$ cat config.mk
export PLATFORM = sky130hd
export DESIGN_NAME = vtiming_gen
export DESIGN_NICKNAME = d
export VERILOG_FILES = /design/src/rtl/vtg_pkg.sv /design/src/rtl/vtg_line_clock.sv /design/src/rtl/vtg_frame_seq.sv /design/src/rtl/vtiming_gen.sv
export SDC_FILE = /design/constraint.sdc
export NUM_CORES = 1
export LEC_CHECK = 0
export ABC_CLOCK_PERIOD_IN_PS = 3100
export BUFFER_PORTS_ARGS = -buffer_cell sky130_fd_sc_hd__buf_2
export CAP_MARGIN = 20
export CORE_UTILIZATION = 44
export CTS_CLUSTER_DIAMETER = 120
export DETAILED_ROUTE_END_ITERATION = 6
export GPL_ROUTABILITY_DRIVEN = 0
export SETUP_SLACK_MARGIN = 0.2
export SLEW_MARGIN = 15
export SYNTH_ARGS = -nofsm -noshare
export SYNTH_HDL_FRONTEND = slang
export SYNTH_SLANG_ARGS = --single-unit
$ cat constraint.sdc
create_clock -name clk -period 3.1 [get_ports clk]
set_input_delay 0.62 -clock clk [delete_from_list [all_inputs] [get_ports clk]]
set_output_delay 0.62 -clock clk [all_outputs]
set_load 0.01 [all_outputs]
$ cat src/rtl/vtg_pkg.sv
`timescale 1ns/1ps
package vtg_pkg;
    typedef enum logic [0:0] {
        ST_ACTIVE = 1'b0,
        ST_BLANK  = 1'b1
    } vtg_state_e;
endpackage

$ cat src/rtl/vtg_line_clock.sv
`timescale 1ns/1ps
module vtg_line_clock #(
    parameter int INC_W     = 24,
    parameter int FRAC_BITS = 12,
    localparam int LEN_W    = INC_W + 1 - FRAC_BITS
) (
    input  logic             clk,
    input  logic             rst_n,
    input  logic [INC_W-1:0] inc,
    output logic             line_end
);
    logic [FRAC_BITS-1:0] frac;
    logic [LEN_W-1:0]     len;
    logic [LEN_W-1:0]     cnt;
    logic [INC_W:0]       sum;

    // Reset starts the accumulation from zero fraction
    always_comb begin
        sum = {1'b0, inc};
        if (rst_n) begin
            sum = {{(INC_W + 1 - FRAC_BITS){1'b0}}, frac} + {1'b0, inc};
        end
    end

    assign line_end = (cnt == len - 1'b1);

    always_ff @(posedge clk) begin
        if (!rst_n) begin
            cnt  <= '0;
            len  <= sum[INC_W:FRAC_BITS];
            frac <= sum[FRAC_BITS-1:0];
        end else if (line_end) begin
            cnt  <= '0;
            len  <= sum[INC_W:FRAC_BITS];
            frac <= sum[FRAC_BITS-1:0];
        end else begin
            cnt  <= cnt + 1'b1;
        end
    end
endmodule

$ cat src/rtl/vtg_frame_seq.sv
`timescale 1ns/1ps
module vtg_frame_seq
    import vtg_pkg::*;
#(
    parameter int LINE_W   = 9,
    parameter int FRAME_W  = 16,
    parameter int LINES_A  = 263,
    parameter int LINES_B  = 313,
    parameter int VBL_LINE = 240
) (
    input  logic               clk,
    input  logic               rst_n,
    input  logic               line_end,
    input  logic               std_sel,
    input  logic               ilace_en,
    output logic               last_line,
    output logic               std_q,
    output logic               hsync_tick,
    output logic               vblank_irq,
    output logic               vblank,
    output logic [LINE_W-1:0]  line_num,
    output logic [FRAME_W-1:0] frame_num,
    output logic               field
);
    vtg_state_e         state, state_nx;
    logic [LINE_W-1:0]  total;
    logic [LINE_W-1:0]  line_inc;
    logic [FRAME_W-1:0] frame_inc;

    assign total     = std_q ? LINE_W'(LINES_B) : LINE_W'(LINES_A);
    assign last_line = (line_num == total - 1'b1);
    assign line_inc  = line_num + 1'b1;
    assign frame_inc = frame_num + 1'b1;
    assign vblank    = (state == ST_BLANK);

    // Next state: enter blank, frame wrap
    always_comb begin
        state_nx = state;
        unique case (state)
            ST_ACTIVE: begin
                if (line_end && !last_line && line_inc == LINE_W'(VBL_LINE)) begin
                    state_nx = ST_BLANK;
                end
            end
            ST_BLANK: begin
                if (line_end && last_line) begin
                    state_nx = ST_ACTIVE;
                end
            end
            default: state_nx = ST_ACTIVE;
        endcase
    end

    always_ff @(posedge clk) begin
        if (!rst_n) begin
            state <= ST_ACTIVE;
        end else begin
            state <= state_nx;
        end
    end

    // Outputs and counters
    always_ff @(posedge clk) begin
        if (!rst_n) begin
            hsync_tick <= 1'b0;
            vblank_irq <= 1'b0;
            line_num   <= '0;
            frame_num  <= '0;
            field      <= 1'b0;
            std_q      <= std_sel;
        end else begin
            hsync_tick <= line_end;
            vblank_irq <= (state == ST_ACTIVE) && (state_nx == ST_BLANK);
            if (line_end) begin
                if (last_line) begin
                    line_num  <= '0;
                    frame_num <= frame_inc;
                    field     <= ilace_en & frame_inc[0];
                    std_q     <= std_sel;
                end else begin
                    line_num  <= line_inc;
                end
            end
        end
    end
endmodule

$ cat src/rtl/vtiming_gen.sv
`timescale 1ns/1ps
module vtiming_gen #(
    parameter int INC_A     = 8791293,
    parameter int INC_B     = 8864320,
    parameter int LINES_A   = 263,
    parameter int LINES_B   = 313,
    parameter int VBL_LINE  = 240,
    parameter int FRAME_W   = 16,
    parameter int INC_W     = 24,
    parameter int FRAC_BITS = 12,
    localparam int LINES_MAX = (LINES_A > LINES_B) ? LINES_A : LINES_B,
    localparam int LINE_W    = $clog2(LINES_MAX)
) (
    input  logic               clk,
    input  logic               rst_n,
    input  logic               std_sel,
    input  logic               ilace_en,
    output logic               hsync_tick,
    output logic               vblank_irq,
    output logic               vblank,
    output logic [LINE_W-1:0]  line_num,
    output logic [FRAME_W-1:0] frame_num,
    output logic               field
);
    logic             line_end;
    logic             last_line;
    logic             std_q;
    logic             std_pick;
    logic [INC_W-1:0] inc;

    // The new standard is used from the line that opens a frame
    assign std_pick = (last_line || !rst_n) ? std_sel : std_q;
    assign inc      = std_pick ? INC_W'(INC_B) : INC_W'(INC_A);

    vtg_line_clock #(
        .INC_W     (INC_W),
        .FRAC_BITS (FRAC_BITS)
    ) u_lclk (
        .clk      (clk),
        .rst_n    (rst_n),
        .inc      (inc),
        .line_end (line_end)
    );

    vtg_frame_seq #(
        .LINE_W   (LINE_W),
        .FRAME_W  (FRAME_W),
        .LINES_A  (LINES_A),
        .LINES_B  (LINES_B),
        .VBL_LINE (VBL_LINE)
    ) u_seq (
        .clk        (clk),
        .rst_n      (rst_n),
        .line_end   (line_end),
        .std_sel    (std_sel),
        .ilace_en   (ilace_en),
        .last_line  (last_line),
        .std_q      (std_q),
        .hsync_tick (hsync_tick),
        .vblank_irq (vblank_irq),
        .vblank     (vblank),
        .line_num   (line_num),
        .frame_num  (frame_num),
        .field      (field)
    );
endmodule

==> impl_metrics.toml, run 1 <==
[critical_path]
critPathRequiredTime_ns = 3.26
worstPathCellList = "or4b_4 -> o41ai_4 -> and3_4 -> and2_4 -> ha_4 -> and3_4 -> a31oi_4 -> o311ai_4 -> a31oi_1 -> xor2_1 -> a221oi_2"
crit_top_cell = "and3_4"
crit_path_start_kind = "flip-flop"
reg2reg_slack_ns = 0.16
crit_type = "reg2reg"
arrival_ns = 3.09
r2r_cells = 11
cp_slowest_cell = "or4b_4"
cpPeakStageDelay_ns = 0.55
timing.rr.end = "u_lclk.frac[10]$_DFFE_PP_"
path_max_fanout = 4
r2r-start = "u_seq.line_num[0]$_SDFFE_PN0P_"
endpoint_kind = "flip-flop"

[flow_run]
cap_viol_max_count = 0

[logic_synthesis]
syn-num-nets = 367
async_flop_share_pct = 0
netlist-cell-type-count = 57
synthMuxAreaShare_pct = 1.61
synthXorXnorAreaFrac_pct = 11.5
synth_cells = 355
ys_ff_latch = 58
synth_area_sq_um = 3190
yosysWarnings = 0
ys.flop_type = "dfxtp_1"
synthSimpleGateAreaFrac_pct = 25.2
synth_top_family_by_area = "simple AND/OR/NAND/NOR gates"
ys_seq_area_share_pct = 41.4
synth-adder-area-share_pct = 3.45
syn_avg_cell_area_sq_um = 8.99
synth-edff-count = 16
synth_compound_area_share_pct = 12.5

[detailed_routing]
drtIter0Drc = 133
wirelength_um = 6840
drc = 0
vias = 2607
first_pass_iters = 4
wire_per_inst_um = 13.5
ant_nets = 0
vias_per_cell = 5.14

[timing]
period_needed_ns = 2.94
fmax_mhz = 341
period_share_pct = 94.7
worst_slew_pin_slew_ns = 0.445
slew_headroom_pct = 70.3
hold_violations = 0
rsz0062_at_grt = "yes"
slew_violations = 0
whs_ns = 0.463
finalSetupViolations = 0
skew_ns = 0.0126

[final_layout]
diodes = 0
drive_above_1_share_pct = 22.9
synthToLayoutAreaGrowth_pct = 22.1
fin_nets = 418

[global_routing]
grt_max_degree = 42
gr-total-overflow = 0
grt_pass1_vias = 2385
grt_usage_pct = 20.0
grt_pass1_wl_um = 11600
antenna_found_initial = 0

[die]
die_x_um = 87.2
die-area_sq_um = 7600
die_y_um = 87.2
start_util_pct = 46.2
rows = 30
core_area_sq_um = 6910
boundaryPins = 33

[hold_path]
hold_depth = 1
hold_path_end = "u_seq.vblank_irq$_SDFF_PN0_"
worstHoldPathType = "reg2reg"
hold_start = "u_seq.vblank$_SDFF_PN0_"

[clock_network]
ctsHoldBuffers = 0
cts_tree = "built"
clock_path_buffers = 2
cts_htree_levels = 3
cts-root-buf = "clkbuf_8"
clock_latency_ns = 0.34
cts_buffers = 9
clkSinkCount = 58
clk_pin_slew_ns = 0.07

[power]
p_per_area_nw_per_um2 = 487
finalPower_mw = 1.90
vdd_drop_max_mv = 0.325
power_leakage_nw = 1.59

[placed_design]
hpwlAfterDp_um = 4620
port_buffers = 32

[status]
status = "finished clean"
layer usage:
layer	routed length [um]	vias to the layer above	share of wire, %	GRT usage (%)
met5	0	-	0	0
li1	-	1339	-	-
met2	3200	35	47	31.4
met3	224	4	3.3	5.59
met4	54	0	0.79	6.11
met1	3370	1229	49	26.9
cells in the mapped netlist, types with 4 or more instances:
| cell type | n | share of area (%) |
|---|---|---|
| a21oi_1 | 10 | 1.6 |
| and2_1 | 24 | 4.7 |
| and3_1 | 6 | 1.2 |
| buf_2 | 5 | 0.78 |
| clkbuf_1 | 10 | 1.2 |
| dfxtp_1 | 42 | 26 |
| edfxtp_1 | 16 | 15 |
| ha_1 | 8 | 3.1 |
| inv_1 | 18 | 2.1 |
| mux2i_1 | 4 | 1.3 |
| nand2_1 | 28 | 3.3 |
| nand2b_1 | 4 | 0.78 |
| nand3_1 | 18 | 2.8 |
| nand4_1 | 6 | 1.2 |
| nor2_1 | 32 | 3.8 |
| nor2b_1 | 5 | 0.98 |
| nor3_1 | 15 | 2.4 |
| o21ai_0 | 12 | 1.9 |
| o22ai_1 | 5 | 0.98 |
| xnor2_1 | 19 | 5.2 |
| xor2_1 | 23 | 6.3 |
layout by cell type, fill, tap and decap left out, types with 2 or more instances in the layout:
cell type / instances
a21oi_1: 10
nand2b_1: 4
mux2i_1: 4
ha_4: 2
a31oi_1: 2
dfxtp_1: 40
and2_1: 23
nor4_1: 2
buf_2: 32
nand3_1: 18
o211ai_1: 2
nor2_1: 32
edfxtp_1: 16
dfxtp_2: 2
ha_1: 6
xnor2_1: 19
nand2_1: 28
bufinv_16: 2
nand4_1: 6
buf_4: 23
inv_1: 17
nor3_1: 15
nor2b_1: 5
xor2_1: 23
o22ai_1: 5
a211o_1: 2
nand3b_1: 2
and3_1: 4
o31ai_1: 2
inv_2: 2
a21o_1: 2
and3_4: 2
a21boi_0: 2
clkbuf_8: 10
o21ai_0: 11
cell families after synthesis:
kind of cell | Yosys count
simple gates | 153
flops | 58
compound gates | 53
xor+xnor | 42
buf+inv | 35
fa+ha+maj | 9
mux | 5
worst max-delay path, delay by kind of cell, from the launching register on:
| family | cells | cell delay [ns] |
|---|---|---|
| xor gates and xnor gates | 1 | 0.19 |
| DFF | 1 | 0.32 |
| AOI/OAI and AO/OA | 5 | 0.96 |
| adders and majority gates | 1 | 0.13 |
| and+or+nand+nor | 4 | 1.17 |
sequential cells by signal, indices dropped and copies added, names as in the netlist:
signal and count:
u_lclk.cnt 13, u_lclk.frac 12, u_lclk.len 3, u_seq.field 1
u_seq.frame_num 16, u_seq.hsync_tick 1, u_seq.line_num 9, u_seq.std_q 1
u_seq.vblank 1, u_seq.vblank_irq 1
per-stage QoR:
step                      instances  TNS (ns)  utilization (%)  area (sq um)  setup WS (ns)
after detailed placement        488         0             52.4          3620         0.0265
final                           507         0             56.5          3900          0.165
after floorplan                 355    -0.151                -          3250        -0.0832
after global placement          488         0             52.4          3620          0.120
after global routing            507         0             56.5          3900         0.0296
after CTS                       505         0             56.1          3870          0.170
cell type report:
class | count | area (sq um)
Timing Repair Buffer | 56 | 353
Tap cell | 96 | 120
Clock inverter | 5 | 82.6
Clock buffer | 11 | 163
Fill cell | 673 | 3010
Inverter | 19 | 71.3
Sequential cell | 58 | 1320
Multi-Input combinational cell | 262 | 1790
where the power goes:
part	switching, mW	total (mW)	internal (mW)	leakage (nW)
registers	0.0368	0.849	0.812	0.498
clock network	0.316	0.841	0.525	0.121
logic	0.106	0.208	0.103	0.972
total	0.458	1.90	1.44	1.59
what timing repair did:
| item | CTS | global route |
|---|---|---|
| pin swaps | 3 | 3 |
| setup buffers | 1 | 2 |
| gates cloned | 0 | 0 |
| endpoints found under the setup margin | 2 | 4 |
| endpoints found under the hold margin | 0 | 0 |
| resized for setup | 1 | 2 |
worst max-delay path by stage:
stage / from / end / slack (ns)
6_report: u_seq.line_num[0]$_SDFFE_PN0P_ / u_lclk.frac[10]$_DFFE_PP_ / 0.16
5_1_grt: u_seq.line_num[0]$_SDFFE_PN0P_ / u_lclk.frac[10]$_DFFE_PP_ / 0.03
4_1_cts: u_seq.line_num[0]$_SDFFE_PN0P_ / u_lclk.frac[10]$_DFFE_PP_ / 0.17
3_5_place_dp: std_sel / u_lclk.frac[8]$_SDFFCE_PN0P_ / 0.03
3_3_place_gp: std_sel / u_lclk.frac[8]$_SDFFCE_PN0P_ / 0.12
2_1_floorplan: u_seq.line_num[6]$_SDFFE_PN0P_ / u_lclk.frac[10]$_DFFE_PP_ / -0.08
No activity file was read; power rests on OpenSTA's default activity.
==> run 2: changes to the inputs <==
ABC_CLOCK_PERIOD_IN_PS = 3500   (was 3100)
clock period = 3.5 ns   (was 3.1 ns; I/O delays follow)
==> run 2 against run 1 <==
  * Power shrank 23%
  * Setup slack better by 0.098 ns
  * Fmax decreased by 9.3%
  * Largest power group unchanged
  * Highest routed layer unchanged
==> impl_metrics.toml, run 2 (synthesis results as in run 1) <==
[detailed_routing]
drtIter0Drc = 103
wire_per_inst_um = 13.3
vias_per_cell = 5.11
drc = 0
ant_nets = 0
wirelength_um = 6680
first_pass_iters = 4
vias = 2577

[die]
boundaryPins = 33
start_util_pct = 46.2
die_y_um = 87.2
die_x_um = 87.2
die-area_sq_um = 7600
core_area_sq_um = 6910
rows = 30

[clock_network]
clk_pin_slew_ns = 0.07
cts-root-buf = "clkbuf_8"
cts_htree_levels = 3
clock_path_buffers = 2
clock_latency_ns = 0.34
cts_tree = "built"
cts_buffers = 9
ctsHoldBuffers = 0
clkSinkCount = 58

[critical_path]
r2r-start = "u_seq.line_num[6]$_SDFFE_PN0P_"
reg2reg_slack_ns = 0.26
crit_path_start_kind = "flip-flop"
timing.rr.end = "u_lclk.frac[10]$_DFFE_PP_"
timing.critical_path.from = "u_seq.line_num[6]$_SDFFE_PN0P_"
cpPeakStageDelay_ns = 0.56
crit_end = "u_lclk.frac[10]$_DFFE_PP_"
critPathBufInv = 0
critPathRequiredTime_ns = 3.67
arrival_ns = 3.41
path_max_fanout = 5
worstPathCellList = "or4b_4 -> o41ai_4 -> and3_4 -> and2_4 -> ha_4 -> and3_4 -> a31oi_4 -> o311ai_4 -> o211ai_1 -> xnor2_1 -> a221oi_2"
r2r_cells = 11
cp_slowest_cell = "or4b_4"
crit_type = "reg2reg"
path_depth = 11
cp_top_family = "compound AO/OA/AOI/OAI gates"
endpoint_kind = "flip-flop"
crit_top_cell = "and3_4"

[power]
p_per_area_nw_per_um2 = 388
finalPower_mw = 1.47
power_leakage_nw = 1.54
vdd_drop_max_mv = 0.197

[timing]
hold_violations = 0
worst_slew_pin_slew_ns = 0.842
slew_headroom_pct = 42.4
fmax_mhz = 309
finalSetupViolations = 0
fin_setup_tns_ns = 0
skew_ns = 0.00973
rsz0062_at_grt = "yes"
slew_violations = 0
period_needed_ns = 3.24
period_share_pct = 92.5

[hold_path]
worstHoldPathType = "reg2reg"

[global_routing]
antenna_found_initial = 0
gr-total-overflow = 0
use_met1_pct = 25.8
grt_usage_pct = 18.6
grt_max_degree = 29
grt_use_met2_pct = 28.3
grt_busiest_layer = "met2"
grt_pass1_vias = 2348
grt_pass1_wl_um = 11000
grt_use_met3_pct = 4.74

[flow_run]
cap_viol_max_count = 0

[final_layout]
fin_nets = 415
diodes = 0
synthToLayoutAreaGrowth_pct = 18.3
largestRegisters = "u_seq.frame_num x16, u_lclk.cnt x13, u_lclk.frac x12"
layout_commonest_cell = "dfxtp_1"
largest_reg_flops = 16
top_register = "u_seq.frame_num"
final_cell_mix = "dfxtp_1, nor2_1, buf_2"
drive_above_1_share_pct = 22.1

[status]
status = "finished clean"

[placed_design]
port_buffers = 32
hpwlAfterDp_um = 4400
==> run 2: changes by cell type in the layout (fill, tap and decap cells not counted), moves of 2 or more <==
| cell | delta |
|---|---|
| dfxtp_4 | +2 |
| clkinv_2 | +2 |
| buf_4 | -2 |
| bufinv_16 | -2 |
| dfxtp_1 | -2 |
==> run 2: power by group <==
part	switching [mW]	internal, mW	total, mW
registers	0.0315	0.718	0.749
logic	0.0927	0.0888	0.181
clock network	0.282	0.254	0.536
==> run 2: cell type report <==
cell class / count / area [sq um]
clock inverters: 7 / 42.5
inverters: 19 / 71.3
repair buffers: 53 / 318
clock buffers: 9 / 124
well taps: 96 / 120
fillers: 679 / 3130
flip-flops and latches: 58 / 1330
multi-input cells: 262 / 1770
==> run 2: what timing repair did <==
| item | CTS | global route |
|---|---|---|
| resized for setup | 0 | 12 |
| pin swaps | 1 | 8 |
| endpoints found under the setup margin | 2 | 3 |
| setup buffers | 2 | 9 |
==> run 2: worst min-delay path by stage <==
stage / startpoint / depth (start not counted) / slack [ns] / end
finish: u_seq.vblank$_SDFF_PN0_ / 1 / 0.45 / u_seq.vblank_irq$_SDFF_PN0_
global route: u_seq.vblank$_SDFF_PN0_ / 1 / 0.48 / u_seq.vblank_irq$_SDFF_PN0_
CTS: u_seq.vblank$_SDFF_PN0_ / 1 / 0.46 / u_seq.vblank_irq$_SDFF_PN0_
detailed placement: u_seq.vblank$_SDFF_PN0_ / 1 / 0.45 / u_seq.vblank_irq$_SDFF_PN0_
global placement: u_seq.vblank$_SDFF_PN0_ / 1 / 0.44 / u_seq.vblank_irq$_SDFF_PN0_
floorplan: u_lclk.cnt[0]$_SDFF_PP0_ / 1 / 0.45 / u_lclk.cnt[0]$_SDFF_PP0_
==> run 2: routing by layer <==
metal	part of all wire, %	up-vias	wire length (um)
li1	-	1328	-
met1	50	1206	3320
met5	0	-	0
met2	47	41	3120
met3	3.3	2	218
met4	0.40	0	27
==> run 2: stage by stage <==
| step | area (sq um) | setup slack (ns) | hold slack, ns | utilization (%) | instances |
|---|---|---|---|---|---|
| after CTS | 3670 | 0.224 | 0.458 | 53.1 | 495 |
| after detailed placement | 3490 | 0.174 | 0.445 | 50.5 | 477 |
| after global routing | 3780 | 0.125 | 0.483 | 54.7 | 504 |
| final | 3780 | 0.262 | 0.449 | 54.7 | 504 |
| after floorplan | 3200 | 0.224 | 0.451 | - | 355 |
| after global placement | 3490 | 0.231 | 0.440 | 50.5 | 477 |
==> run 3: changes to the inputs <==
CELL_PAD_IN_SITES_DETAIL_PLACEMENT = 1   (was default)
CELL_PAD_IN_SITES_GLOBAL_PLACEMENT = 2   (was default)
CORE_UTILIZATION = 39   (was 44)
PLACE_DENSITY_LB_ADDON = 0.1   (was default)
==> run 3 against run 2 <==
  * Die area rose by 13%
  * Largest cell class unchanged
  * Largest power group unchanged
  * Fmax rose by 1.8%
  * Flip-flop and latch count did not move
  * First-iteration DRC count fell by 42%
  * Final area fell by 0.43%
  * Final cell count rose by 0.79%
  * Via count rose by 3.2%
  * Combinational power barely moved
  * Critical endpoint is now u_lclk.frac[8]$_SDFFCE_PN0P_
==> impl_metrics.toml, run 3 (synthesis results as in run 1) <==
[final_layout]
final_cell_mix = "dfxtp_1, nor2_1, buf_2"
synthToLayoutAreaGrowth_pct = 17.8
top_register = "u_seq.frame_num"
fill_cells = 952
largest_reg_flops = 16
layout_commonest_cell = "dfxtp_1"
drive_above_1_share_pct = 20.2
fin_nets = 413
largestRegisters = "u_seq.frame_num x16, u_lclk.cnt x13, u_lclk.frac x12"
diodes = 0

[placed_design]
hpwlAfterDp_um = 5310
preCtsSetupSlack_ns = 0.166
port_buffers = 32

[status]
status = "finished clean"

[clock_network]
clkSinkCount = 58
clock_path_buffers = 2
cts_tree = "built"
cts_buffers = 9
clk_pin_slew_ns = 0.08
cts_htree_levels = 3
ctsHoldBuffers = 0
cts-root-buf = "clkbuf_8"
clock_latency_ns = 0.35

[flow_run]
cap_viol_max_count = 0

[critical_path]
crit_type = "reg2reg"
r2r_cells = 12
arrival_ns = 3.29
timing.rr.end = "u_lclk.frac[8]$_SDFFCE_PN0P_"
crit_path_start_kind = "flip-flop"
reg2reg_slack_ns = 0.32
endpoint_kind = "flip-flop"
path_max_fanout = 6
critPathRequiredTime_ns = 3.61
r2r-start = "u_seq.line_num[6]$_SDFFE_PN0P_"

[timing]
slew_headroom_pct = 43.3
hold_violations = 0
period_share_pct = 90.9
fmax_mhz = 314
worst_slew_pin_slew_ns = 0.829
finalSetupViolations = 0
finalWorstSetupSlack_ns = 0.319
period_needed_ns = 3.18
skew_ns = 0.0128
fin_setup_tns_ns = 0
slew_violations = 0
rsz0062_at_grt = "yes"

[power]
finalPower_mw = 1.56
p_per_area_nw_per_um2 = 414
vdd_drop_max_mv = 0.191
power_leakage_nw = 1.54

[detailed_routing]
first_pass_iters = 5
ant_nets = 0
drc = 0
vias = 2659
vias_per_cell = 5.23
wire_per_inst_um = 15.1
wirelength_um = 7670
drtIter0Drc = 60

[global_routing]
gr-total-overflow = 0
grt_max_degree = 42
grt_pass1_vias = 2664
grt_usage_pct = 20.0
antenna_found_initial = 0
grt_pass1_wl_um = 13200

[die]
die-area_sq_um = 8550
boundaryPins = 33
rows = 32
core_area_sq_um = 7810
die_x_um = 92.5
start_util_pct = 40.9
die_y_um = 92.5

[hold_path]
hold_depth = 2
hold_start = "u_seq.field$_SDFFE_PN0P_"
worstHoldPathType = "reg2reg"
hold_path_end = "u_seq.field$_SDFFE_PN0P_"
-- run 3: changes by cell type in the layout (fill, tap and decap cells not counted), moves of 2 or more --
cell / before / now
buf_4: 21 / 19
dfxtp_1: 38 / 40
clkbuf_8: 9 / 11
dfxtp_4: 2 / 0
-- run 3: worst max-delay path by stage --
| stage | start | endpoint | slack [ns] | cells after the start |
|---|---|---|---|---|
| after floorplan | u_seq.line_num[6]$_SDFFE_PN0P_ | u_lclk.frac[8]$_SDFFCE_PN0P_ | 0.22 | 13 |
| after global placement | u_seq.line_num[8]$_SDFFE_PN0P_ | u_lclk.frac[8]$_SDFFCE_PN0P_ | 0.28 | 12 |
| after detailed placement | std_sel | u_lclk.frac[8]$_SDFFCE_PN0P_ | 0.17 | 13 |
| after CTS | u_seq.line_num[7]$_SDFFE_PN0P_ | u_lclk.frac[8]$_SDFFCE_PN0P_ | 0.25 | 12 |
| after global routing | u_seq.line_num[8]$_SDFFE_PN0P_ | u_lclk.frac[8]$_SDFFCE_PN0P_ | 0.18 | 12 |
| final | u_seq.line_num[6]$_SDFFE_PN0P_ | u_lclk.frac[8]$_SDFFCE_PN0P_ | 0.32 | 12 |
-- run 3: routing by layer --
layer	vias to the layer above	GRT usage [%]	wire [um]	part of all wire, %
li1	1332	-	-	-
met1	1285	26.3	3770	49
met2	33	31.7	3550	46
met3	9	3.78	225	2.9
met4	0	8.59	138	1.8
met5	-	0	0	0
-- run 3: metrics by stage --
| stage | util [%] | instances | cell area [sq um] | hold slack (ns) |
|---|---|---|---|---|
| final | 48.2 | 508 | 3760 | 0.474 |
| after detailed placement | 45.4 | 490 | 3550 | 0.463 |
| after CTS | 48.1 | 507 | 3750 | 0.473 |
| after floorplan | - | 355 | 3200 | 0.451 |
| after global routing | 48.2 | 508 | 3760 | 0.508 |
| after global placement | 45.4 | 490 | 3550 | 0.458 |
-- run 3: where the power goes --
part,total (mW),internal [mW],leakage (nW),switching (mW)
Clock,0.631,0.338,0.101,0.293
Sequential,0.750,0.719,0.498,0.0308
Combinational,0.178,0.0834,0.937,0.0950
Total,1.56,1.14,1.54,0.418
-- run 3: area by class of cell --
class / count / area [sq um] / share of cell area [%]
clock buffers: 13 / 180 / 4.79
clock inverters: 3 / 18.8 / 0.499
inverters: 19 / 71.3 / 1.90
multi-input cells: 262 / 1740 / 46.2
flip-flops and latches: 58 / 1320 / 35.2
well taps: 102 / 128 / 3.39
repair buffers: 51 / 303 / 8.05
-- run 3: worst max-delay path, cell delays in order, from the launching register on --
cell      delay (ns)
dfxtp_1         0.34
or4b_4          0.54
o41ai_4         0.26
and3_4          0.26
buf_4           0.14
ha_1            0.28
inv_2           0.08
nor2_1          0.05
nand4_1         0.13
o311ai_4        0.15
maj3_1          0.40
xor2_1          0.15
and2_1          0.16
-- run 3: timing repair --
| action | 4_1_cts | 5_1_grt |
|---|---|---|
| gates resized for setup | 1 | 2 |
| buffers inserted | 1 | 1 |
| gates cloned | 0 | 0 |
| endpoints found under the setup margin | 1 | 1 |
| pin swaps | 1 | 1 |
